$ cat src/rtl/irqc_pkg.sv
package irqc_pkg;

    typedef enum logic [1:0] {
        TRIG_LOW  = 2'b00,
        TRIG_HIGH = 2'b01,
        TRIG_FALL = 2'b10,
        TRIG_RISE = 2'b11
    } trig_mode_e;

    typedef struct packed {
        logic       en;
        trig_mode_e mode;
    } bank_cfg_t;

    localparam int CFG_BITS = $bits(bank_cfg_t);

endpackage

$ cat src/rtl/irqc_src_detect.sv
module irqc_src_detect
    import irqc_pkg::*;
#(
    parameter int SYNC_STAGES = 2
) (
    input  logic       clk,
    input  logic       rst_n,
    input  logic       async_in,
    input  trig_mode_e mode,
    output logic       event_o
);

    localparam int LAST = SYNC_STAGES - 1;

    logic [SYNC_STAGES-1:0] chain_q;
    logic                   prev_q;
    logic                   level;

    always_ff @(posedge clk or negedge rst_n) begin
        if (!rst_n) begin
            chain_q <= '0;
        end else begin
            chain_q <= {chain_q[SYNC_STAGES-2:0], async_in};
        end
    end

    assign level = chain_q[LAST];

    always_ff @(posedge clk or negedge rst_n) begin
        if (!rst_n) begin
            prev_q <= 1'b0;
        end else begin
            prev_q <= level;
        end
    end

    always_comb begin
        unique case (mode)
            TRIG_LOW:  event_o = ~level;
            TRIG_HIGH: event_o = level;
            TRIG_FALL: event_o = prev_q & ~level;
            TRIG_RISE: event_o = ~prev_q & level;
            default:   event_o = 1'b0;
        endcase
    end

endmodule

$ cat src/rtl/irqc_cfg_regs.sv
module irqc_cfg_regs
    import irqc_pkg::*;
#(
    parameter int              NSRC       = 4,
    parameter int              AW         = 5,
    parameter logic [AW-1:0]   CFG_BASE   = 5'h04,
    parameter int              CFG_STRIDE = 8
) (
    input  logic                     clk,
    input  logic                     rst_n,
    input  logic                     wr_en,
    input  logic [AW-1:0]            addr,
    input  logic [CFG_BITS-1:0]      wdata,
    output bank_cfg_t [NSRC-1:0]     cfg_o,
    output logic      [NSRC-1:0]     hit_o
);

    for (genvar i = 0; i < NSRC; i++) begin : g_bank
        localparam logic [AW-1:0] MY_ADDR = AW'(int'(CFG_BASE) + i * CFG_STRIDE);

        assign hit_o[i] = (addr == MY_ADDR);

        always_ff @(posedge clk or negedge rst_n) begin
            if (!rst_n) begin
                cfg_o[i] <= '{en: 1'b0, mode: TRIG_LOW};
            end else if (wr_en && hit_o[i]) begin
                cfg_o[i] <= bank_cfg_t'(wdata);
            end
        end
    end

endmodule

$ cat src/rtl/irqc_pending.sv
module irqc_pending #(
    parameter int NSRC = 4
) (
    input  logic            clk,
    input  logic            rst_n,
    input  logic [NSRC-1:0] set_i,
    input  logic            clr_i,
    output logic [NSRC-1:0] pend_o,
    output logic            irq_o
);

    logic [NSRC-1:0] pend_nxt;

    always_comb begin
        pend_nxt = clr_i ? '0 : pend_o;
        pend_nxt = pend_nxt | set_i;
    end

    always_ff @(posedge clk or negedge rst_n) begin
        if (!rst_n) begin
            pend_o <= '0;
        end else begin
            pend_o <= pend_nxt;
        end
    end

    always_ff @(posedge clk or negedge rst_n) begin
        if (!rst_n) begin
            irq_o <= 1'b0;
        end else begin
            irq_o <= |pend_o;
        end
    end

endmodule

$ cat src/rtl/quad_irq_ctrl.sv
module quad_irq_ctrl
    import irqc_pkg::*;
#(
    parameter int            NSRC        = 4,
    parameter int            AW          = 5,
    parameter int            DW          = 8,
    parameter logic [AW-1:0] CFG_BASE    = 5'h04,
    parameter int            CFG_STRIDE  = 8,
    parameter logic [AW-1:0] STAT_ADDR   = 5'h05,
    parameter int            SYNC_STAGES = 2
) (
    input  logic            clk,
    input  logic            rst_n,
    input  logic [NSRC-1:0] src_i,
    input  logic [AW-1:0]   bus_addr,
    input  logic            bus_wr,
    input  logic            bus_rd,
    input  logic [DW-1:0]   bus_wdata,
    output logic [DW-1:0]   bus_rdata,
    output logic            irq_o
);

    localparam int PAD_CFG  = DW - CFG_BITS;
    localparam int PAD_STAT = DW - NSRC;

    bank_cfg_t [NSRC-1:0] cfg;
    logic      [NSRC-1:0] cfg_hit;
    logic      [NSRC-1:0] evt_v;
    logic      [NSRC-1:0] en_v;
    logic      [NSRC-1:0] set_v;
    logic      [NSRC-1:0] pend_q;
    logic                 stat_rd;
    logic      [DW-1:0]   rd_val;
    logic                 unused_wdata;

    assign unused_wdata = ^bus_wdata[DW-1:CFG_BITS];

    irqc_cfg_regs #(
        .NSRC       (NSRC),
        .AW         (AW),
        .CFG_BASE   (CFG_BASE),
        .CFG_STRIDE (CFG_STRIDE)
    ) i_cfg (
        .clk   (clk),
        .rst_n (rst_n),
        .wr_en (bus_wr),
        .addr  (bus_addr),
        .wdata (bus_wdata[CFG_BITS-1:0]),
        .cfg_o (cfg),
        .hit_o (cfg_hit)
    );

    for (genvar i = 0; i < NSRC; i++) begin : g_src
        irqc_src_detect #(
            .SYNC_STAGES (SYNC_STAGES)
        ) i_det (
            .clk      (clk),
            .rst_n    (rst_n),
            .async_in (src_i[i]),
            .mode     (cfg[i].mode),
            .event_o  (evt_v[i])
        );
        assign en_v[i] = cfg[i].en;
    end

    assign set_v   = evt_v & en_v;
    assign stat_rd = bus_rd && (bus_addr == STAT_ADDR);

    irqc_pending #(
        .NSRC (NSRC)
    ) i_pend (
        .clk    (clk),
        .rst_n  (rst_n),
        .set_i  (set_v),
        .clr_i  (stat_rd),
        .pend_o (pend_q),
        .irq_o  (irq_o)
    );

    always_comb begin
        rd_val = '0;
        if (bus_addr == STAT_ADDR) begin
            rd_val = {{PAD_STAT{1'b0}}, pend_q};
        end
        for (int i = 0; i < NSRC; i++) begin
            if (cfg_hit[i]) begin
                rd_val = {{PAD_CFG{1'b0}}, cfg[i]};
            end
        end
    end

    always_ff @(posedge clk or negedge rst_n) begin
        if (!rst_n) begin
            bus_rdata <= '0;
        end else if (bus_rd) begin
            bus_rdata <= rd_val;
        end
    end

endmodule

$ cat config.mk
export PLATFORM = sky130hd
export DESIGN_NAME = quad_irq_ctrl
export DESIGN_NICKNAME = d
export VERILOG_FILES = /design/src/rtl/irqc_pkg.sv /design/src/rtl/irqc_src_detect.sv /design/src/rtl/irqc_cfg_regs.sv /design/src/rtl/irqc_pending.sv /design/src/rtl/quad_irq_ctrl.sv
export SDC_FILE = /design/constraint.sdc
export NUM_CORES = 1
export LEC_CHECK = 0
export ABC_AREA = 1
export BUFFER_PORTS_ARGS = -buffer_cell sky130_fd_sc_hd__buf_2
export CAP_MARGIN = 40
export CORE_MARGIN = 8
export CORE_UTILIZATION = 48
export DETAILED_ROUTE_END_ITERATION = 8
export PLACE_DENSITY = 0.78
export REMOVE_ABC_BUFFERS = 1
export SLEW_MARGIN = 20
export SYNTH_ARGS = -nofsm -noshare
export SYNTH_HDL_FRONTEND = slang
export SYNTH_SLANG_ARGS = --single-unit
$ cat constraint.sdc
create_clock -name clk -period 0.8 [get_ports clk]
set_input_delay 0 -clock clk [delete_from_list [all_inputs] [get_ports clk]]
set_output_delay 0 -clock clk [all_outputs]
set_load 0.02 [all_outputs]
## Word-level counts from Yosys, hierarchy flattened

Cells that the tools add are included.

- Eq/ne operators: 17
- Multiplexer cells: 10
- Bitwise gates (word level): 18
- Reduce and logical (&&, ||, !) cells: 10

Operator list:

| kind | count |
|---|---|
| two-way mux 8 bit | 3 |
| == test 2 bit, second input constant | 8 |
| case mux 1 bit (4 select lines) | 4 |
| two-way mux 4 bit | 3 |
| == test 5 x 3 -> 1 bit, second input constant | 2 |
| == test 5 bit, second input constant | 2 |
| AND 1 bit | 8 |
| == test 2 x 1 -> 1 bit, second input constant | 4 |
| logical NOT 2 bit | 4 |
| NOT 1 bit | 8 |
| == test 5 x 4 -> 1 bit, second input constant | 1 |
| logical AND 1 bit | 5 |
| AND 4 bit | 1 |
| OR 4 bit | 1 |
| OR reduction 4 bit | 1 |

- Bits in registers: 37
- Input port bits: 21

## Logic depth before layout (Yosys ltp)

Gate-level depths: netlist (run 1).

- Depth in word-level cells: 6
- Mapped depth: 8
- Gate-level depth less buffers: 8

## Cells and area by module

From an unflattened synthesis (run 1), not the netlist that was laid out.

- Cell total of the unflattened synthesis: 215
- Area total of the unflattened synthesis: 1632.8 um^2

Modules (own cells, without submodules):

| module | times used | cells an instance | area each (um^2) | sequential area each (um^2) |
|---|---|---|---|---|
| irqc_cfg_regs | 1 | 74 | 601.8 | 300.3 |
| irqc_src_detect | 4 | 12 | 108.9 | 75.1 |
| quad_irq_ctrl | 1 | 72 | 410.4 | 100.1 |
| irqc_pending | 1 | 21 | 185.2 | 125.1 |

## Worst setup path before layout (run 1)

OpenSTA, ideal clock, no wires.

- Path type: flip-flop to flip-flop
- Start point: reg i_cfg.cfg_o[4] in the netlist's numbering
- End point: reg i_pend.pend_o[1]
- Setup time: 0.076 ns
- Arrival: 0.756 ns
- Slack: -0.032 ns
- Stages on the path, launching flop included: 6
- Cell sequence: dfrtp_1 -> inv_1 -> nor2_1 -> o31ai_1 -> nand2_1 -> o21ai_1

- Longest elaborated chain between the ends: 4
- Elaborated cells on any way between the ends: 7
- Those cells by class: eq/ne: 3; mux: 1; bitwise: 2; reduce/logical: 1

RTL lines:

| element | RTL line | text |
|---|---|---|
| from (decl) | irqc_cfg_regs.sv:14 | `output bank_cfg_t [NSRC-1:0] cfg_o,` |
| from (signal, indexed assignment) | irqc_cfg_regs.sv:25 | `cfg_o[i] <= '{en: 1'b0, mode: TRIG_LOW};` |
| from (signal, indexed assignment) | irqc_cfg_regs.sv:27 | `cfg_o[i] <= bank_cfg_t'(wdata);` |
| == test 2 bit, or another cell as far along | irqc_src_detect.sv:38 | `unique case (mode)` |
| case mux 1 bit (4 select lines) (*) | irqc_src_detect.sv:38 |  |
| AND 4 bit (*) | quad_irq_ctrl.sv:66 | `assign set_v = evt_v & en_v;` |
| OR 4 bit (*) | irqc_pending.sv:16 | `pend_nxt = pend_nxt \| set_i;` |
| via i_pend.pend_nxt[1] | irqc_pending.sv:12 | `logic [NSRC-1:0] pend_nxt;` |
| to (signal assigned) | irqc_pending.sv:23 | `pend_o <= pend_nxt;` |
| to (decl) | irqc_pending.sv:8 | `output logic [NSRC-1:0] pend_o,` |

The timed path passes the listed nets; every way through them passes the cells marked *.
A chain may end at the register's enable or synchronous reset.

## Worst setup path after layout (run 1)

- Start point: reg i_cfg.cfg_o[7] in the netlist's numbering
- End point: reg i_pend.pend_o[2]

The elaborated chain is that of the path after synthesis.

==> results of run 1 <==
[stage by stage]
step                      area (sq um)  total power [uW]  TNS, ns
after floorplan                   1410              2340  -0.0944
after global placement            1660              2630    -1.19
after detailed placement          1660              2670    -1.74
after CTS                         1860              3630    -1.23
after global routing              1890              3870    -2.05
final                             1890              3660    -1.22
[power by group]
group	leakage [uW]	total [uW]	switching (uW)	internal [uW]
clock network	0.0000320	873	539	334
logic	0.000492	745	381	364
registers	0.000389	2040	166	1870
total	0.000913	3660	1090	2570
[sequential cells by signal, summed over array words and instances, names as in the netlist]
| signal | count |
|---|---|
| g_src.i_det.prev_q | 4 |
| g_src.i_det.chain_q | 8 |
| bus_rdata | 4 |
| i_pend.pend_o | 4 |
| i_pend.irq_o | 1 |
| i_cfg.cfg_o | 12 |
[critical path, delay by kind of cell, from the launching register on]
family,cells,cell delay (ns)
AOI/OAI and AO/OA,2,0.31
and+or+nand+nor,2,0.14
buffers and inverters,1,0.06
DFF,1,0.42
[cell families (layout without fill, tap and decap cells)]
logic type	after synthesis	count (layout)
other cells	1	4
buf+inv	24	73
flops	33	33
simple gates	73	73
compound gates	23	23
[what timing repair did]
| item | CTS | global route |
|---|---|---|
| setup buffers | 3 | 2 |
| setup endpoints to repair | 13 | 13 |
| gates resized for setup | 14 | 6 |
| endpoints found under the hold margin | 50 | 0 |
| pin swaps | 4 | 8 |
| hold buffers | 9 | 0 |
[cells in the final DEF, fill, tap and decap left out]
| cell | n |
|---|---|
| a21boi_1 | 1 |
| a21oi_2 | 1 |
| and3_4 | 1 |
| buf_12 | 1 |
| buf_2 | 15 |
| buf_4 | 15 |
| buf_6 | 6 |
| clkbuf_1 | 1 |
| clkbuf_4 | 5 |
| clkinv_1 | 1 |
| clkinv_2 | 2 |
| conb_1 | 4 |
| dfrtp_1 | 33 |
| dlygate4sd3_1 | 9 |
| inv_1 | 15 |
| inv_2 | 3 |
| nand2_1 | 26 |
| nand2_2 | 1 |
| nand3_1 | 9 |
| nand3_2 | 3 |
| nand4_1 | 13 |
| nor2_1 | 13 |
| nor2_2 | 5 |
| nor2_4 | 2 |
| o21ai_1 | 14 |
| o21ai_2 | 2 |
| o22ai_1 | 1 |
| o31ai_1 | 3 |
| o31ai_2 | 1 |
[routing by layer]
layer  share of wire  global-route usage  wire [microns]
met5               0                   0               0
met1            0.43               0.149            1340
met2            0.49               0.221            1530
met4           0.018              0.0762              57
met3           0.069              0.0537             218
[cell type report]
type                    count  area share
clock buffers               6      0.0219
clock inverters             2     0.00530
inverters                  19      0.0377
multi-input cells         100       0.283
flip-flops and latches     33       0.437
well taps                  33      0.0219
repair buffers             46       0.193
[final timing paths]
check,start,cells after the start,endpoint,slack [ns]
max,i_cfg.cfg_o[7],5,i_pend.pend_o[2],-0.19
max reg2reg,i_cfg.cfg_o[7],5,i_pend.pend_o[2],-0.19
min,bus_rd,4,i_pend.pend_o[0],0.02
max in group asynchronous,rst_n,3,i_cfg.cfg_o[7],0.49
min reg2reg,g_src[3].i_det.chain_q[0],0,g_src[3].i_det.chain_q[1],0.36
min in group asynchronous,rst_n,3,g_src[0].i_det.prev_q,0.14
==> flow_summary.json, run 1 <==
{
  "netlist_top_cells_count": "dfrtp_1 (33), nand2_1 (26), inv_1 (16), nor2_1 (14), o21ai_1 (14)",
  "skew_ns": 0.00570,
  "synth_xor_area_frac": 0,
  "die_w_microns": 70.7,
  "multiInputGateArea_sq_um": 534,
  "synth-main-ff-cell": "dfrtp_1",
  "period_minus_slack_ns": 0.987,
  "cts.sinks": 33,
  "numPortBuffers": 20,
  "finish.utilization": 0.640,
  "ys_seq_elements": 33,
  "cp.required_ns": 1.06,
  "crit_chain": "inv_1 > nor2_1 > o31ai_1 > nand2_1 > o21ai_1",
  "yosysUniqueCellTypes": 22,
  "synthMuxAreaShare": 0,
  "rsz0062_at_grt": "yes",
  "grt_usage": 0.136,
  "grt_pass1_vias": 1215,
  "register_area_sq_um": 826,
  "place_inst": 218,
  "slowest_delay_ns": 0.42,
  "grt_pass1_wl_microns": 5400,
  "initial_core_util": 0.486,
  "path_clk_slew_ns": 0.09,
  "final_cell_count_no_fill": 239,
  "pre_cts_ws_ns": -0.155,
  "drt_pass1_iterations": 4,
  "maxCapViolCount": 0,
  "num_antenna_cells": 0,
  "grt_max_degree": 34,
  "violations": "negative setup slack",
  "fillers": 244,
  "drcViolationCount": 0,
  "clkLatencyLatePin_ns": 0.33,
  "cp_slowest_cell": "dfrtp_1",
  "core_area_sq_um": 2950,
  "hold_violations": 0,
  "antenna_found_initial": 0,
  "arrival_ns": 1.25,
  "end_kind": "flip-flop",
  "yosys-top-cells-area": "dfrtp_1 (57%), nand2_1 (6.8%), nand4_1 (5.7%)",
  "tritoncts": "built",
  "htreeDepth": 2,
  "ir_drop_mv": 1.18,
  "wirelength_microns": 3150,
  "synth_top_area_frac": 0.575,
  "yosysMostFrequentCell": "dfrtp_1",
  "cellPowerDensity_nw_per_um2": 1930,
  "synthToLayoutAreaGrowth_pct": 31.5,
  "setup.worst_path.start_class": "flip-flop",
  "synth_top_area_cell": "dfrtp_1",
  "fin_hold_ws_ns": 0.0205,
  "vias": 1223,
  "nNetsFinal": 226,
  "synth_top_family_by_area": "simple AND/OR/NAND/NOR gates",
  "criticalPathCategory": "flip-flop to flip-flop",
  "slew_violations": 0,
  "rows": 20,
  "status": "complete, but fails checks",
  "syn_avg_cell_area_sq_um": 9.33,
  "synth-warning-count": 0,
  "ioPinCount": 30,
  "drtIter0Drc": 60,
  "die_area_sq_um": 5000,
  "gp_congestion": 0.852,
  "syn_area_sq_um": 1440,
  "antenna_left": 0,
  "grt_overflow": 0,
  "period_share": 1.23,
  "path_max_fanout": 4,
  "synth_seq_area_share": 0.575,
  "cts-root-buf": "clkbuf_4",
  "hpwl_microns": 2320,
  "drive_gt1_frac": 0.306,
  "setup_ws_ns": -0.187,
  "routed_via_density": 5.12,
  "die_y_microns": 70.7,
  "leakage_uw": 0.000913,
  "setup_viol": 12,
  "synth_edf_count": 0,
  "wl_per_cell_microns": 13.2,
  "synth_fa_ha_area_frac": 0,
  "cts_made_buffers": 5,
  "synthSimpleGateAreaFrac": 0.259,
  "synth_compound_area_frac": 0.0897,
  "hp-class": "input pin to flip-flop",
  "syn_inst": 154,
  "fmax_mhz": 1010,
  "synth-async-reset-ratio": 1.00,
  "cts_max_path_buffers": 2
}
(Power assumes the default switching activity.)
==> inputs of run 2 (changes only) <==
Settings changed: GPL_TIMING_DRIVEN set to 0.
==> run 2 against run 1 <==
Compared with the run above: the run still ends with negative setup slack left; register-to-register slack is essentially flat; clock skew is 0.0063 ns higher; total power rose by 1.4%; critical path type unchanged; first-iteration DRC count up 17%; largest cell class unchanged; critical path depth grew 1; clock-buffer cell count rose by 1.
==> flow_summary.json, run 2 (synthesis gave the netlist of run 1 again) <==
{
  "layout_commonest_cell": "dfrtp_1",
  "wl_met1_microns": 1290,
  "end_kind": "flip-flop",
  "setup_ws_ns": -0.202,
  "met3_length_microns": 237,
  "setup_tns_ns": -1.08,
  "largest_reg_flops": 12,
  "ff2ff_setup_slack_ns": -0.20,
  "status": "complete, but fails checks",
  "fin_area_sq_um": 1870,
  "timing.rr.start": "i_cfg.cfg_o[7]",
  "hpwl_microns": 2120,
  "ir_drop_mv": 1.11,
  "hold_start": "bus_wr",
  "die_area_sq_um": 5000,
  "cp_slowest_cell": "dfrtp_1",
  "reg.largest.list": "i_cfg.cfg_o (12), g_src.i_det.chain_q (8)",
  "antenna_left": 0,
  "hold_end": "i_cfg.cfg_o[5]",
  "criticalPathCategory": "flip-flop to flip-flop",
  "vias": 1223,
  "skew_ns": 0.0120,
  "leakage_uw": 0.000897,
  "cts_made_buffers": 5,
  "die_w_microns": 70.7,
  "hp-class": "input pin to flip-flop",
  "cp.required_ns": 1.05,
  "worst_r2r_path_depth": 6,
  "wirelength_microns": 3160,
  "cts-root-buf": "clkbuf_4",
  "drt_pass1_iterations": 4,
  "min_path_cells": 3,
  "numPortBuffers": 20,
  "rr_endpoint": "i_pend.pend_o[2]",
  "synthToLayoutAreaGrowth_pct": 30.0,
  "initial_core_util": 0.486,
  "hold_violations": 0,
  "regMostFlops": "i_cfg.cfg_o",
  "path_max_fanout": 3,
  "cts_max_path_buffers": 2,
  "grt_pass1_wl_microns": 5400,
  "ioPinCount": 30,
  "die_y_microns": 70.7,
  "maxUsedRoutingLayer": "met4",
  "fmax_mhz": 998,
  "drive_gt1_frac": 0.300,
  "period_share": 1.25,
  "tritoncts": "built",
  "grt_max_degree": 34,
  "fin_hold_ws_ns": 0.0380,
  "arrival_ns": 1.26,
  "routed_via_density": 5.25,
  "grt_overflow": 0,
  "clkLatencyLatePin_ns": 0.33,
  "num_antenna_cells": 0,
  "slowest_delay_ns": 0.39,
  "maxCapViolCount": 0,
  "crit_chain": "buf_4 > nand2_1 > nand3_1 > o31ai_2 > nand2_1 > o21ai_1",
  "path_clk_slew_ns": 0.10,
  "cpMostUsedCell": "nand2_1",
  "slew_violations": 0,
  "pre_cts_ws_ns": -0.169,
  "layout_common_cells": "dfrtp_1 (33), nand2_1 (24), o21ai_1 (15)",
  "violations": "negative setup slack",
  "htreeDepth": 2,
  "gp_congestion": 0.824,
  "cellPowerDensity_nw_per_um2": 1980,
  "rows": 20,
  "setup_viol": 12,
  "antenna_found_initial": 0,
  "place_area_sq_um": 1550,
  "core_area_sq_um": 2950,
  "setup.worst_path.start_class": "flip-flop",
  "drtIter0Drc": 70,
  "nNetsFinal": 221,
  "cts.sinks": 33,
  "grt_usage": 0.135,
  "grt_pass1_vias": 1306,
  "period_minus_slack_ns": 1.00,
  "rsz0062_at_grt": "yes",
  "wl_per_cell_microns": 13.5,
  "wl_met2_microns": 1570,
  "drcViolationCount": 0,
  "finish.utilization": 0.632
}
==> run 2: cell type report <==
cell class | count | area (sq um)
fillers | 242 | 1090
repair buffers | 41 | 327
clock buffers | 7 | 55.1
flip-flops and latches | 33 | 826
multi-input cells | 100 | 547
well taps | 33 | 41.3
inverters | 19 | 71.3
==> run 2: layer usage <==
metal,GRT usage,vias to the layer above
li1,-,597
met1,0.144,574
met2,0.223,45
met3,0.0551,7
met4,0.0693,0
met5,0,-
==> run 2: where the power goes <==
part           internal [uW]  total [uW]  switching, uW  leakage, uW
registers               1870        2040            166     0.000389
clock network            415         920            505    0.0000314
logic                    367         748            381     0.000477
total                   2650        3710           1050     0.000897
==> run 2: metrics by stage <==
step / cells / total power, uW
floorplan: 152 / 2340
global placement: 205 / 2530
detailed placement: 205 / 2560
CTS: 232 / 3650
global route: 233 / 3920
finish: 233 / 3710
==> run 2: how the worst max path moves through the flow <==
stage              startpoint          endpoint  slack, ns
4_1_cts        i_cfg.cfg_o[7]  i_pend.pend_o[2]      -0.17
6_report       i_cfg.cfg_o[7]  i_pend.pend_o[2]      -0.20
3_3_place_gp   i_cfg.cfg_o[4]  i_pend.pend_o[1]      -0.14
2_1_floorplan  i_cfg.cfg_o[4]  i_pend.pend_o[1]      -0.03
5_1_grt        i_cfg.cfg_o[7]      bus_rdata[1]      -0.29
3_5_place_dp   i_cfg.cfg_o[7]  i_pend.pend_o[2]      -0.17
==> run 2: timing repair <==
| action | CTS | global route |
|---|---|---|
| endpoints found under the setup margin | 12 | 50 |
| buffers inserted | 10 | 1 |
| pin swaps | 5 | 2 |
| hold buffers | 10 | 0 |
| resized for setup | 13 | 14 |
| hold endpoints to repair | 51 | 0 |
==> run 2: worst max-delay path, delay by kind of cell, from the launching register on <==
kind	cells	cell delay, ns
buffers and inverters	1	0.15
AND/OR/NAND/NOR	3	0.24
flip-flops	1	0.39
AO/OA/AOI/OAI	2	0.17
==> inputs of run 3 (changes only) <==
Settings changed: ABC_AREA 1 to unset, CORE_UTILIZATION 48 to 47, PLACE_DENSITY 0.78 to 0.77.
==> run 3 against run 2 <==
Compared with the run above: the run still ends with negative setup slack left; cell count is 18% lower; register-to-register slack worse by 0.05 ns; clock power is 1% lower; setup slack worse by 0.055 ns; routed wire length is 3.9% lower; critical path type unchanged; critical path depth is 5 lower; synthesized cell count is 27% lower; clock skew is 0.0043 ns lower; first-iteration DRC count is 21% lower; via count is 15% lower.
==> flow_summary.json, run 3 <==
{
  "swShare": 0.264,
  "rows": 20,
  "arrival_ns": 1.26,
  "register_area_sq_um": 826,
  "fillers": 227,
  "ioPinCount": 30,
  "wl_per_cell_microns": 15.9,
  "maxCapViolCount": 0,
  "status": "complete, but fails checks",
  "leakage_uw": 0.000855,
  "numPortBuffers": 20,
  "multiInputGateArea_sq_um": 577,
  "vias": 1042,
  "cts_max_path_buffers": 2,
  "end_kind": "flip-flop",
  "yosys-top-cells-area": "dfrtp_1 (59%), mux2_2 (7.2%), mux2_4 (3.2%)",
  "regMostFlops": "i_cfg.cfg_o",
  "crit_chain": "or4_4",
  "core_area_sq_um": 2950,
  "syn_avg_cell_area_sq_um": 12.6,
  "path_max_fanout": 2,
  "yosysUniqueCellTypes": 27,
  "gp_congestion": 0.782,
  "criticalPathCategory": "flip-flop to flip-flop",
  "tritoncts": "built",
  "hp-class": "input pin to flip-flop",
  "die_y_microns": 70.8,
  "grt_overflow": 0,
  "cp_slowest_cell": "or4_4",
  "antenna_found_initial": 0,
  "netlist_top_cells_count": "dfrtp_1 (33), mux2_2 (9), nand2_1 (6), nand3_1 (6), nor2b_1 (5)",
  "grt_max_degree": 34,
  "cellPowerDensity_nw_per_um2": 2030,
  "pre_cts_ws_ns": -0.463,
  "path_clk_slew_ns": 0.09,
  "synth-async-reset-ratio": 1.00,
  "layout_common_cells": "dfrtp_1 (33), buf_2 (12), buf_4 (11)",
  "slowest_delay_ns": 0.53,
  "drive_gt1_frac": 0.380,
  "initial_core_util": 0.478,
  "p_clk_frac": 0.240,
  "drt_pass1_iterations": 6,
  "layout_commonest_cell": "dfrtp_1",
  "setup_viol": 24,
  "fin_hold_ws_ns": 0.0338,
  "num_antenna_cells": 0,
  "rsz0062_at_grt": "yes",
  "skew_ns": 0.00770,
  "path_delay_family": "simple AND/OR/NAND/NOR gates",
  "ys_seq_elements": 33,
  "synth_seq_area_share": 0.585,
  "antenna_left": 0,
  "grt_pass1_wl_microns": 4930,
  "fmax_mhz": 946,
  "grt_usage": 0.128,
  "cp_num_buf_inv": 0,
  "setup_ws_ns": -0.257,
  "yosysMostFrequentCell": "dfrtp_1",
  "drcViolationCount": 0,
  "cts_made_buffers": 5,
  "routed_via_density": 5.46,
  "period_share": 1.32,
  "seq_power_share": 0.548,
  "syn_inst": 112,
  "cp.required_ns": 1.00,
  "htreeDepth": 2,
  "min_path_cells": 2,
  "period_minus_slack_ns": 1.06,
  "synth-warning-count": 0,
  "synth_top_area_cell": "dfrtp_1",
  "die_area_sq_um": 5010,
  "hpwl_microns": 2030,
  "synth_edf_count": 0,
  "clkLatencyLatePin_ns": 0.32,
  "wirelength_microns": 3030,
  "worst_r2r_path_depth": 1,
  "reg.largest.list": "i_cfg.cfg_o (12), g_src.i_det.chain_q (8)",
  "synth-main-ff-cell": "dfrtp_1",
  "violations": "negative setup slack",
  "switchingPower_uw": 1000,
  "die_w_microns": 70.8,
  "cts-root-buf": "clkbuf_4",
  "ir_drop_mv": 1.46,
  "nNetsFinal": 179,
  "largest_reg_flops": 12,
  "synth_top_area_frac": 0.585,
  "syn_area_sq_um": 1410,
  "setup.worst_path.start_class": "flip-flop",
  "path_depth": 1,
  "p_comb_frac": 0.212,
  "slew_violations": 0,
  "cts.sinks": 33,
  "drtIter0Drc": 55,
  "hold_violations": 0,
  "grt_pass1_vias": 1072,
  "p_int_uw": 2800,
  "synthToLayoutAreaGrowth_pct": 32.3
}
run 3: logic make-up (layout without fill, tap and decap cells):
| family | Yosys count | after routing | share of synthesized area |
|---|---|---|---|
| flip-flops | 33 | 33 | 0.585 |
| AND/OR/NAND/NOR | 32 | 32 | 0.147 |
| AO/OA/AOI/OAI | 19 | 19 | 0.0966 |
| multiplexers | 12 | 12 | 0.104 |
| buffers and inverters | 11 | 54 | 0.0399 |
| XOR/XNOR | 4 | 4 | 0.0248 |
| other | 1 | 4 | 0.00266 |
run 3: final timing paths:
| kind | from | to | slack (ns) |
|---|---|---|---|
| setup / recovery | i_pend.pend_o[3] | i_pend.irq_o | -0.26 |
| hold / removal | bus_rd | bus_rdata[2] | 0.03 |
| setup reg to reg | i_pend.pend_o[3] | i_pend.irq_o | -0.26 |
| hold reg to reg | g_src[3].i_det.chain_q[0] | g_src[3].i_det.chain_q[1] | 0.35 |
| max in group asynchronous | rst_n | g_src[1].i_det.prev_q | 0.31 |
| min in group asynchronous | rst_n | bus_rdata[1] | 0.17 |
run 3: metal layers:
metal / GRT usage / share of wire / vias to the layer above
met2: 0.210 / 0.49 / 33
met1: 0.141 / 0.42 / 514
met3: 0.0551 / 0.064 / 9
met4: 0.0554 / 0.020 / 0
li1: - / - / 486
met5: 0 / 0 / -
run 3: repair_timing:
action,4_1_cts,5_1_grt
buffers inserted,7,8
hold buffers,9,0
pin swaps,12,8
endpoints found under the setup margin,23,58
endpoints found under the hold margin,50,0
resized for setup,16,13
run 3: metrics by stage:
step	TNS [ns]	power (uW)	instances	util	area, sq um
floorplan	-2.80	2400	108	-	1380
CTS	-2.67	3710	184	0.600	1770
global placement	-6.66	2590	161	0.516	1520
finish	-2.74	3800	191	0.632	1870
detailed placement	-7.40	2630	161	0.516	1520
global route	-3.59	3990	191	0.632	1870
run 3: final cells by class:
type / instances / share of cell area
sequential: 33 / 0.442
multi-input combinational: 71 / 0.309
timing repair buffer: 43 / 0.189
clock buffer: 7 / 0.0295
tap: 33 / 0.0221
inverter: 4 / 0.00804
run 3: power groups by stage:
stage          clock, uW  combinational (uW)  sequential [uW]
6_report             911                 805             2080
5_1_grt             1010                 873             2110
4_1_cts              946                 694             2070
3_5_place_dp           0                 521             2110
3_3_place_gp           0                 498             2090
2_1_floorplan          0                 345             2060
